$ cat src/rtl/vpmf_pkg.sv
package vpmf_pkg;
   localparam int unsigned PRIO_W = 8;
   localparam int unsigned WORD_W = 32;

   function automatic bit levels_legal(int unsigned levels);
      return (levels == 16) || (levels == 32) || (levels == 64) ||
             (levels == 128) || (levels == 256);
   endfunction

   // Count of low threshold bits that are not implemented.
   function automatic int unsigned dead_bits(int unsigned levels);
      return PRIO_W - $clog2(levels);
   endfunction

   function automatic logic [PRIO_W-1:0] live_mask(int unsigned levels);
      logic [PRIO_W-1:0] m;
      m = '1;
      return m << dead_bits(levels);
   endfunction
endpackage

$ cat src/rtl/vpmf_mask_store.sv
module vpmf_mask_store
   import vpmf_pkg::*;
#(
   parameter int unsigned PRIO_LEVELS = 32
) (
   input  logic              clk,
   input  logic              rst_n,
   input  logic              g_we,
   input  logic [PRIO_W-1:0] g_wval,
   input  logic              h_we,
   input  logic [PRIO_W-1:0] h_wval,
   output logic [PRIO_W-1:0] mask_q
);
   localparam int unsigned LO = dead_bits(PRIO_LEVELS);

   for (genvar b = 0; b < PRIO_W; b++) begin : g_bit
      if (b >= LO) begin : g_live
         always_ff @(posedge clk or negedge rst_n) begin
            if (!rst_n)    mask_q[b] <= 1'b0;
            else if (h_we) mask_q[b] <= h_wval[b];
            else if (g_we) mask_q[b] <= g_wval[b];
         end
      end else begin : g_dead
         assign mask_q[b] = 1'b0;
      end
   end

   logic unused_dead_inputs;
   assign unused_dead_inputs = ^{g_wval, h_wval};
endmodule

$ cat src/rtl/vpmf_guest_port.sv
module vpmf_guest_port
   import vpmf_pkg::*;
#(
   parameter int unsigned ADDR_W = 12,
   parameter logic [ADDR_W-1:0] OFFSET = 'h4
) (
   input  logic              clk,
   input  logic              rst_n,
   input  logic              wr_en,
   input  logic              rd_en,
   input  logic [ADDR_W-1:0] addr,
   input  logic [PRIO_W-1:0] mask_q,
   output logic              wr_hit,
   output logic [WORD_W-1:0] rdata
);
   logic hit;
   assign hit    = (addr == OFFSET);
   assign wr_hit = wr_en && hit;

   always_ff @(posedge clk or negedge rst_n) begin
      if (!rst_n)     rdata <= '0;
      else if (rd_en) rdata <= hit ? {{(WORD_W-PRIO_W){1'b0}}, mask_q} : '0;
   end
endmodule

$ cat src/rtl/vpmf_hv_view.sv
module vpmf_hv_view
   import vpmf_pkg::*;
#(
   parameter int unsigned HV_MASK_LSB = 24
) (
   input  logic [PRIO_W-1:0] mask_q,
   input  logic [WORD_W-1:0] hv_wdata,
   output logic [PRIO_W-1:0] h_wval,
   output logic [WORD_W-1:0] hv_rdata
);
   assign h_wval = hv_wdata[HV_MASK_LSB +: PRIO_W];

   for (genvar i = 0; i < WORD_W; i++) begin : g_pos
      if (i >= HV_MASK_LSB && i < HV_MASK_LSB + PRIO_W) begin : g_field
         assign hv_rdata[i] = mask_q[i-HV_MASK_LSB];
      end else begin : g_zero
         assign hv_rdata[i] = 1'b0;
      end
   end

   logic unused_other_fields;
   assign unused_other_fields = ^hv_wdata;
endmodule

$ cat src/rtl/vpmf_prio_filter.sv
module vpmf_prio_filter
   import vpmf_pkg::*;
#(
   parameter int unsigned PRIO_LEVELS = 32
) (
   input  logic              irq_valid,
   input  logic [PRIO_W-1:0] irq_prio,
   input  logic [PRIO_W-1:0] mask_q,
   output logic              irq_signal
);
   localparam logic [PRIO_W-1:0] LIVE = live_mask(PRIO_LEVELS);
   logic [PRIO_W-1:0] prio_eff;

   assign prio_eff   = irq_prio & LIVE;
   assign irq_signal = irq_valid && (prio_eff < mask_q);
endmodule

$ cat src/rtl/vprio_mask_filter.sv
module vprio_mask_filter
   import vpmf_pkg::*;
#(
   parameter int unsigned PRIO_LEVELS  = 32,
   parameter int unsigned HV_MASK_LSB  = 24,
   parameter int unsigned ADDR_W       = 12,
   parameter logic [ADDR_W-1:0] GUEST_OFFSET = 'h4
) (
   input  logic              clk,
   input  logic              rst_n,
   input  logic              g_wr_en,
   input  logic              g_rd_en,
   input  logic [ADDR_W-1:0] g_addr,
   input  logic [31:0]       g_wdata,
   output logic [31:0]       g_rdata,
   input  logic              hv_wr_en,
   input  logic [31:0]       hv_wdata,
   output logic [31:0]       hv_rdata,
   input  logic              irq_valid,
   input  logic [7:0]        irq_prio,
   output logic              irq_signal
);
   if (!levels_legal(PRIO_LEVELS)) begin : g_bad_levels
      $error("PRIO_LEVELS must be 16, 32, 64, 128 or 256");
   end
   if (HV_MASK_LSB + PRIO_W > WORD_W) begin : g_bad_lsb
      $error("HV_MASK_LSB places the field outside the word");
   end
   if (ADDR_W < 3) begin : g_bad_addr
      $error("ADDR_W too narrow for the guest offset");
   end

   logic [PRIO_W-1:0] mask_q;
   logic [PRIO_W-1:0] h_wval;
   logic              g_hit;

   vpmf_guest_port #(.ADDR_W(ADDR_W), .OFFSET(GUEST_OFFSET)) u_guest (
      .clk(clk), .rst_n(rst_n), .wr_en(g_wr_en), .rd_en(g_rd_en),
      .addr(g_addr), .mask_q(mask_q), .wr_hit(g_hit), .rdata(g_rdata)
   );

   vpmf_hv_view #(.HV_MASK_LSB(HV_MASK_LSB)) u_hv (
      .mask_q(mask_q), .hv_wdata(hv_wdata), .h_wval(h_wval), .hv_rdata(hv_rdata)
   );

   vpmf_mask_store #(.PRIO_LEVELS(PRIO_LEVELS)) u_store (
      .clk(clk), .rst_n(rst_n), .g_we(g_hit), .g_wval(g_wdata[PRIO_W-1:0]),
      .h_we(hv_wr_en), .h_wval(h_wval), .mask_q(mask_q)
   );

   vpmf_prio_filter #(.PRIO_LEVELS(PRIO_LEVELS)) u_filter (
      .irq_valid(irq_valid), .irq_prio(irq_prio), .mask_q(mask_q),
      .irq_signal(irq_signal)
   );

   logic unused_upper_wdata;
   assign unused_upper_wdata = ^g_wdata[WORD_W-1:PRIO_W];
endmodule

$ cat config.mk
export PLATFORM = sky130hd
export DESIGN_NAME = vprio_mask_filter
export DESIGN_NICKNAME = d
export VERILOG_FILES = /design/src/rtl/vpmf_pkg.sv /design/src/rtl/vpmf_mask_store.sv /design/src/rtl/vpmf_guest_port.sv /design/src/rtl/vpmf_hv_view.sv /design/src/rtl/vpmf_prio_filter.sv /design/src/rtl/vprio_mask_filter.sv
export SDC_FILE = /design/constraint.sdc
export NUM_CORES = 1
export LEC_CHECK = 0
export BUFFER_PORTS_ARGS = -buffer_cell sky130_fd_sc_hd__buf_2
export CAP_MARGIN = 30
export CORE_ASPECT_RATIO = 2
export CORE_MARGIN = 5
export CORE_UTILIZATION = 29
export CTS_BUF_LIST = sky130_fd_sc_hd__clkbuf_16
export DETAILED_ROUTE_END_ITERATION = 6
export GPL_TIMING_DRIVEN = 0
export PLACE_DENSITY = 0.82
export RECOVER_POWER = 100
export SYNTH_ARGS = -nofsm -noshare
export SYNTH_HDL_FRONTEND = slang
export SYNTH_SLANG_ARGS = --single-unit
$ cat constraint.sdc
create_clock -name clk -period 2 [get_ports clk]
set_clock_uncertainty 0.2 [all_clocks]
set_input_delay 0.5 -clock clk [delete_from_list [all_inputs] [get_ports clk]]
set_output_delay 0.5 -clock clk [all_outputs]
set_load 0.005 [all_outputs]
Word-level counts from Yosys, hierarchy flattened
Cells that the tools add are included.
- order comparisons: 1
- eq/ne operators: 1
- reductions and logical operators: 3
- multiplexer cells: 11
- operator list (operator ; number):
    $eq 12x3->1 const B ; 1
    $mux 1 ; 10
    $lt 8x8->1 ; 1
    $mux 8 ; 1
    $logic_and 1x1->1 ; 2
    $reduce_bool 2->1 ; 1
- register bits: 37
- input port bits: 90
- word-level logic and storage cells: 22

Longest topological paths before layout
Gate-level depths: netlist of run 1.
- depth after elaboration: 4
- mapped depth: 5
- gate-level depth less buffers: 5

Modules after synthesis
From an unflattened synthesis of run 1, not the netlist that was laid out.
- cells, all modules: 141
- area total of the unflattened synthesis: 1271.2 µm²
- by module, submodules not included (module ; area each (µm²) ; seq. area each (µm²) ; times used ; cells an instance):
    vpmf_guest_port ; 571.8 ; 200.2 ; 1 ; 56
    vpmf_hv_view ; 304.0 ; 0.0 ; 1 ; 41
    vpmf_mask_store ; 261.5 ; 125.1 ; 1 ; 26
    vpmf_prio_filter ; 133.9 ; 0.0 ; 1 ; 18

Least setup slack after synthesis of run 1
No wires, ideal clock.
- kind: input to output
- from: input irq_prio[4]
- to: output irq_signal
- path slack: 58 ps
- data arrival time: 1242 ps
- path buffers: 0
- stages on the path: 4
- required time: 1300 ps
- cell sequence: ha_1 > a21o_1 > a21o_1 > a31oi_1
- word-level cells in the longest chain between the ends: 2
- RTL lines (item ; line ; text):
    start: declaration ; vprio_mask_filter.sv:20 ; input logic [7:0] irq_prio,
    $lt 8x8->1 ; vpmf_prio_filter.sv:15 ; assign irq_signal = irq_valid && (prio_eff < mask_q);
    $logic_and 1x1->1 ; vpmf_prio_filter.sv:15 ;
    end: declaration ; vprio_mask_filter.sv:21 ; output logic irq_signal
Every way passes these cells.

Final worst setup path of run 1
- from: register u_store.mask_q[4]
- to: output irq_signal
- word-level cells in the longest chain between the ends: 2
- RTL lines (item ; line ; text):
    start: declaration ; vpmf_mask_store.sv:12 ; output logic [PRIO_W-1:0] mask_q
    start signal: indexed assignment ; vpmf_mask_store.sv:20 ; else if (h_we) mask_q[b] <= h_wval[b];
    start signal: indexed assignment ; vpmf_mask_store.sv:21 ; else if (g_we) mask_q[b] <= g_wval[b];
    $lt 8x8->1 ; vpmf_prio_filter.sv:15 ;
    $logic_and 1x1->1 ; vpmf_prio_filter.sv:15 ;
Every way passes these cells.

==> results of run 1 <==
==> logic make-up after synthesis <==
kind of cell,count (synthesis),share of synthesized area
multiplexers,5,0.05096
AO/OA/AOI/OAI,13,0.09171
buffers and inverters,60,0.4357
AND/OR/NAND/NOR,16,0.1121
other,1,0.003818
flip-flops,10,0.2548
adder cells (fa/ha/maj),4,0.05096
==> state kept, by name, summed over array words and instances (netlist names) <==
name	count
u_guest.rdata	5
u_store.mask_q	5
==> cells in the final DEF, fill, tap and decap left out <==
| cell type | instances |
|---|---|
| conb_1 | 54 |
| nor4b_1 | 2 |
| buf_4 | 55 |
| buf_1 | 1 |
| nand2b_1 | 1 |
| clkbuf_1 | 7 |
| a21o_1 | 2 |
| mux2i_1 | 5 |
| a31oi_1 | 1 |
| dlygate4sd3_1 | 1 |
| ha_1 | 4 |
| nor3_2 | 1 |
| nor4_1 | 1 |
| dfrtp_1 | 10 |
| nand4_1 | 1 |
| inv_1 | 5 |
| o21ai_0 | 5 |
| nor4_2 | 1 |
| buf_2 | 35 |
| nand2_1 | 7 |
| or4_1 | 1 |
| clkbuf_16 | 3 |
| nand3b_1 | 1 |
| a22o_1 | 5 |
==> through the flow <==
step | power, mW | TNS [ns]
detailed placement | 0.4204 | -0.4589
global placement | 0.4167 | -0.3238
CTS | 0.7795 | -0.2257
floorplan | 0.3589 | 0
global route | 0.8147 | -0.2580
finish | 0.7668 | -0.1976
==> critical path, stage by stage, from the launching register on <==
cell	delay [ns]
dfrtp_1	0.36
inv_1	0.05
ha_1	0.27
a21o_1	0.16
a21o_1	0.17
a31oi_1	0.13
buf_2	0.14
==> repair_timing <==
item,CTS,global route
endpoints found under the setup margin,1,1
setup buffers,1,0
endpoints found under the hold margin,10,0
hold buffers,1,0
pin swaps,2,0
==> metal layers <==
metal  vias to the layer above  global-route usage  share of wire
met4                         0             0.04719          0.017
met2                        76              0.1907           0.50
met1                       359              0.1045           0.34
li1                        456                   -              -
met5                         -                   0              0
met3                         5             0.05153           0.15
==> path summary, 6_finish.rpt <==
check,start,to,slack (ns),cells after the start
min in group asynchronous,rst_n,u_guest.rdata[7]$_DFFE_PN0P_,0.59,2
worst min-delay path,hv_wdata[27],u_store.mask_q[3]$_DFFE_PN0P_,0.27,3
worst min register to register,u_guest.rdata[5]$_DFFE_PN0P_,u_guest.rdata[5]$_DFFE_PN0P_,0.30,1
worst max-delay path,u_store.mask_q[4]$_DFFE_PN0P_,irq_signal,-0.20,6
worst max register to register,u_store.mask_q[4]$_DFFE_PN0P_,u_store.mask_q[4]$_DFFE_PN0P_,0.93,3
max in group asynchronous,rst_n,u_guest.rdata[6]$_DFFE_PN0P_,0.63,2
==> final cells by class <==
class,instances,area [µm²]
clock buffer,3,75.07
fill,333,1836
multi-input combinational,92,493.0
timing repair buffer,44,219.0
inverter,5,18.77
sequential,10,250.2
tap,32,40.04
buffer,55,409.1
==> power by group through the flow <==
stage / Clock [mW] / Combinational [mW] / Sequential, mW
after floorplan: 0 / 0.135 / 0.224
after global placement: 0 / 0.189 / 0.228
after detailed placement: 0 / 0.192 / 0.228
after CTS: 0.356 / 0.199 / 0.224
after global routing: 0.362 / 0.227 / 0.225
final: 0.344 / 0.200 / 0.223
==> impl_metrics.toml, run 1 <==
[synthesis]
asyncSetResetFlopFracSynth = 1.000
synthesis.instances = 109
synthDominantAreaCellType = "buf_4"
synth.avg_cell_area_um2 = 9.011
synthesis.yosys.warnings = 0
mappedNetlistArea_um2 = 982.2
synth_enable_flop_cells = 0
synthFlopType = "dfrtp_1"
synth_area_leaders = "buf_4, dfrtp_1, ha_1, mux2i_1, a22o_1"
synthDominantCellAreaShare = 0.4127
synthMostInstantiatedCell = "buf_4"
post_synth_most_frequent_cells = "buf_4, dfrtp_1, nand2_1"
unique_masters_post_synth = 21
synth-seq-area-share = 0.2548
yosys_register_bits = 10

[placed_design]
placed_cells = 236
buffer_ports.inserted = 42
gp_congestion = 0.6274
pre_cts_setup_slack_ns = -0.1899
placement.cell_area_mm2 = 0.001431
hpwl_mm = 2.272

[detailed_routing]
drt_iter0_drc = 1
antenna_left = 0
firstDrtPassIters = 2
total_wire_length_after_detailed_routing_mm = 2.569
route.detailed.wl_per_inst_um = 10.66
via_count = 896
post-route-drc-count = 0
viasPerCell = 3.718

[finish]
final_std_cell_area_no_fill_mm2 = 0.001505
syn_to_final_growth_pct = 53.25
antenna-diode-count = 0
drive_gt1_frac = 0.4545
final_cells = 241
layout.nets = 305
finalCoreUtilization = 0.4506

[worst_setup_path]
crit_fanout = 2
timing.setup.critical_path_class = "reg -> out"
cp_arrival_ns = 1.50
cp-start-kind = "flop"
crit_path_end_kind = "primary output"
cp.required_ns = 1.30

[timing]
final_min_period_over_clock_period = 1.099
unrepaired_setup_endpoints_after_global_routing = "yes"
worst_max_slew_pin_slew_ns = 0.5656
finalHoldViolCount = 0
setup_ws_final_ns = -0.1976
timing.fmax_ghz = 0.4551
post-route-min-period_ns = 2.198
setup_viol_count_final = 1
maxSlewHeadroom = 0.6230
max_slew_violation_count = 0
worst_hold_slack_ns = 0.2720

[floorplanning]
die_height_um = 92.30
die_w_um = 51.15
initial_utilization = 0.2940
floorplan.core_area_mm2 = 0.003341
floorplan.rows = 30
io_pins = 155
die-area_mm2 = 0.004721

[status]
failed_checks = "setup timing"
outcome = "complete, but fails checks"

[power]
seqPwrFrac = 0.291
cellInternalPower_uw = 587.7
leakage_nw = 0.9615
power.density_mw_per_mm2 = 509.4
power.share.combinational = 0.260
net-switching-power_uw = 179.0
switching_fraction_of_total_power = 0.2335
vdd_ir_drop_max_v = 0.0002758
clk_pwr_share = 0.449

[min_path]
holdCritPathClass = "in -> reg"

[clock_network]
ctsHtreeMaxLevel = 1
root_buffer_selected_by_cts = "clkbuf_16"
cts_tree = "done"
number_of_buffers_created_by_cts = 3
clk_transition_reported_paths_ns = 0.04
worst_skew_pair.late_latency_ns = 0.23
cts-root-to-sink-buffers = 2
cts_resized = 0
numClockSinks = 10

[global_routing]
grt_pass1_wl_mm = 3.953
globalRoute.totalOverflow = 0
grt_start_max_net_pins = 11
grt.total_usage = 0.1089
initial_antenna_violation_count = 0
number_of_global_route_vias_before_repair = 925

[flow_run]
max_cap_viol_count = 0
Power figures use the tool's default switching activity.
==> inputs of run 2 (changes only) <==
--- a/config.mk
+++ b/config.mk
@@ -9,11 +9,11 @@
 export CAP_MARGIN = 30
 export CORE_ASPECT_RATIO = 2
 export CORE_MARGIN = 5
-export CORE_UTILIZATION = 29
+export CORE_UTILIZATION = 31
 export CTS_BUF_LIST = sky130_fd_sc_hd__clkbuf_16
 export DETAILED_ROUTE_END_ITERATION = 6
 export GPL_TIMING_DRIVEN = 0
-export PLACE_DENSITY = 0.82
+export PLACE_DENSITY = 0.87
 export RECOVER_POWER = 100
 export SYNTH_ARGS = -nofsm -noshare
 export SYNTH_HDL_FRONTEND = slang
==> constraint.sdc (replaced) <==
create_clock -name clk -period 2.7 [get_ports clk]
set_clock_uncertainty 0.2 [all_clocks]
set_input_delay 0.675 -clock clk [delete_from_list [all_inputs] [get_ports clk]]
set_output_delay 0.675 -clock clk [all_outputs]
set_load 0.005 [all_outputs]
==> impl_metrics.toml, run 2 (same netlist as run 1, synthesis figures left out) <==
[min_path]
holdCritPathClass = "in -> async"

[clock_network]
root_buffer_selected_by_cts = "clkbuf_16"
cts-root-to-sink-buffers = 2
cts_setup_buffers = 0
clk_transition_reported_paths_ns = 0.04
cts_tree = "done"
numClockSinks = 10
cts_resized = 0
number_of_buffers_created_by_cts = 3
ctsHtreeMaxLevel = 1
postCtsHoldBufs = 0
worst_skew_pair.late_latency_ns = 0.23

[timing]
finalSetupTns_ns = 0
post-route-min-period_ns = 2.520
maxSlewHeadroom = 0.5977
timing.fmax_ghz = 0.3968
setup_ws_final_ns = 0.1799
worst_max_slew_pin_slew_ns = 0.5988
final_min_period_over_clock_period = 0.9334
unrepaired_setup_endpoints_after_global_routing = "no"
max_slew_violation_count = 0
setup_viol_count_final = 0
finalHoldViolCount = 0

[detailed_routing]
via_count = 878
viasPerCell = 3.689
post-route-drc-count = 0
route.detailed.wl_per_inst_um = 9.832
drt_iter0_drc = 4
firstDrtPassIters = 4
total_wire_length_after_detailed_routing_mm = 2.340
antenna_left = 0

[global_routing]
fraction_of_met1_tracks_used_by_global_routing = 0.1099
grt_start_max_net_pins = 11
use_met3 = 0.04132
number_of_global_route_vias_before_repair = 890
gr_busiest_metal = "met2"
met2_usage = 0.1752
globalRoute.totalOverflow = 0
grt_pass1_wl_mm = 3.588
grt.total_usage = 0.1009
initial_antenna_violation_count = 0

[finish]
layout.nets = 303
antenna-diode-count = 0
syn_to_final_growth_pct = 49.94
drive_gt1_frac = 0.4348
layout_top_registers = "u_guest.rdata (5), u_store.mask_q (5)"
most_frequent_cells_in_the_layout = "buf_4, conb_1, buf_2"

[worst_setup_path]
timing.rr.end = "u_store.mask_q[7]$_DFFE_PN0P_"
cp.required_ns = 1.82
rr_startpoint = "u_store.mask_q[7]$_DFFE_PN0P_"
crit_fanout = 1
rr_worst_depth = 2
timing.setup.critical_path_class = "in -> out"
crit_path_end_kind = "primary output"
cp-start-kind = "input pin"
reg2reg_slack_ns = 1.71
cp_arrival_ns = 1.65

[placed_design]
pre_cts_setup_slack_ns = 0.1762
buffer_ports.inserted = 42
gp_congestion = 0.7646
hpwl_mm = 2.179

[power]
vdd_ir_drop_max_v = 0.0003100
switching_fraction_of_total_power = 0.2283
power.density_mw_per_mm2 = 380.1
power.share.combinational = 0.254
net-switching-power_uw = 127.8
seqPwrFrac = 0.295
clk_pwr_share = 0.451
leakage_nw = 0.9397
cellInternalPower_uw = 431.9

[flow_run]
max_cap_viol_count = 0

[floorplanning]
die-area_mm2 = 0.004462
die_height_um = 89.60
floorplan.core_area_mm2 = 0.003120
floorplan.rows = 29
die_w_um = 49.80
initial_utilization = 0.3148
io_pins = 155

[status]
outcome = "finished, final reports clean"
[run 2: critical path: stages]
cell	delay [ns]
buf_2	0.10
ha_1	0.26
a21o_1	0.15
a21o_1	0.17
a31oi_1	0.15
clkbuf_1	0.13
[run 2: routing by layer]
layer	vias to the layer above	part of all wire
met2	67	0.50
met3	2	0.11
li1	455	-
met5	-	0
met1	354	0.38
met4	0	0.0051
[run 2: power groups by stage]
stage	clock network [mW]	logic (mW)	registers (mW)
finish	0.252	0.142	0.165
global route	0.266	0.162	0.166
CTS	0.256	0.143	0.165
detailed placement	0	0.143	0.167
global placement	0	0.139	0.168
floorplan	0	0.100	0.166
[run 2: area by class of cell]
class                      instances  area [µm²]
inverter                           5       18.77
clock buffer                       3       75.07
multi-input combinational         92       483.0
timing repair buffer              42       197.7
sequential                        10       250.2
fill                             315        1648
tap                               31       38.79
buffer                            55       409.1
[run 2: worst max path at each step]
stage	from	cells past startpoint	to
finish	irq_prio[4]	6	irq_signal
global route	irq_prio[4]	6	irq_signal
CTS	irq_prio[4]	6	irq_signal
detailed placement	irq_prio[4]	6	irq_signal
global placement	irq_prio[4]	6	irq_signal
floorplan	irq_prio[4]	4	irq_signal
[run 2: per-stage QoR]
| stage | hold slack (ns) | instances | utilization | cell area (µm²) | total power [mW] |
|---|---|---|---|---|---|
| CTS | 0.1039 | 238 | 0.4824 | 1505 | 0.5641 |
| floorplan | 0.1794 | 162 | - | 1181 | 0.2658 |
| global route | 0.2383 | 238 | 0.4719 | 1473 | 0.5937 |
| finish | 0.1953 | 238 | 0.4719 | 1473 | 0.5597 |
| global placement | 0.2851 | 235 | 0.4583 | 1430 | 0.3068 |
| detailed placement | 0.2954 | 235 | 0.4583 | 1430 | 0.3099 |
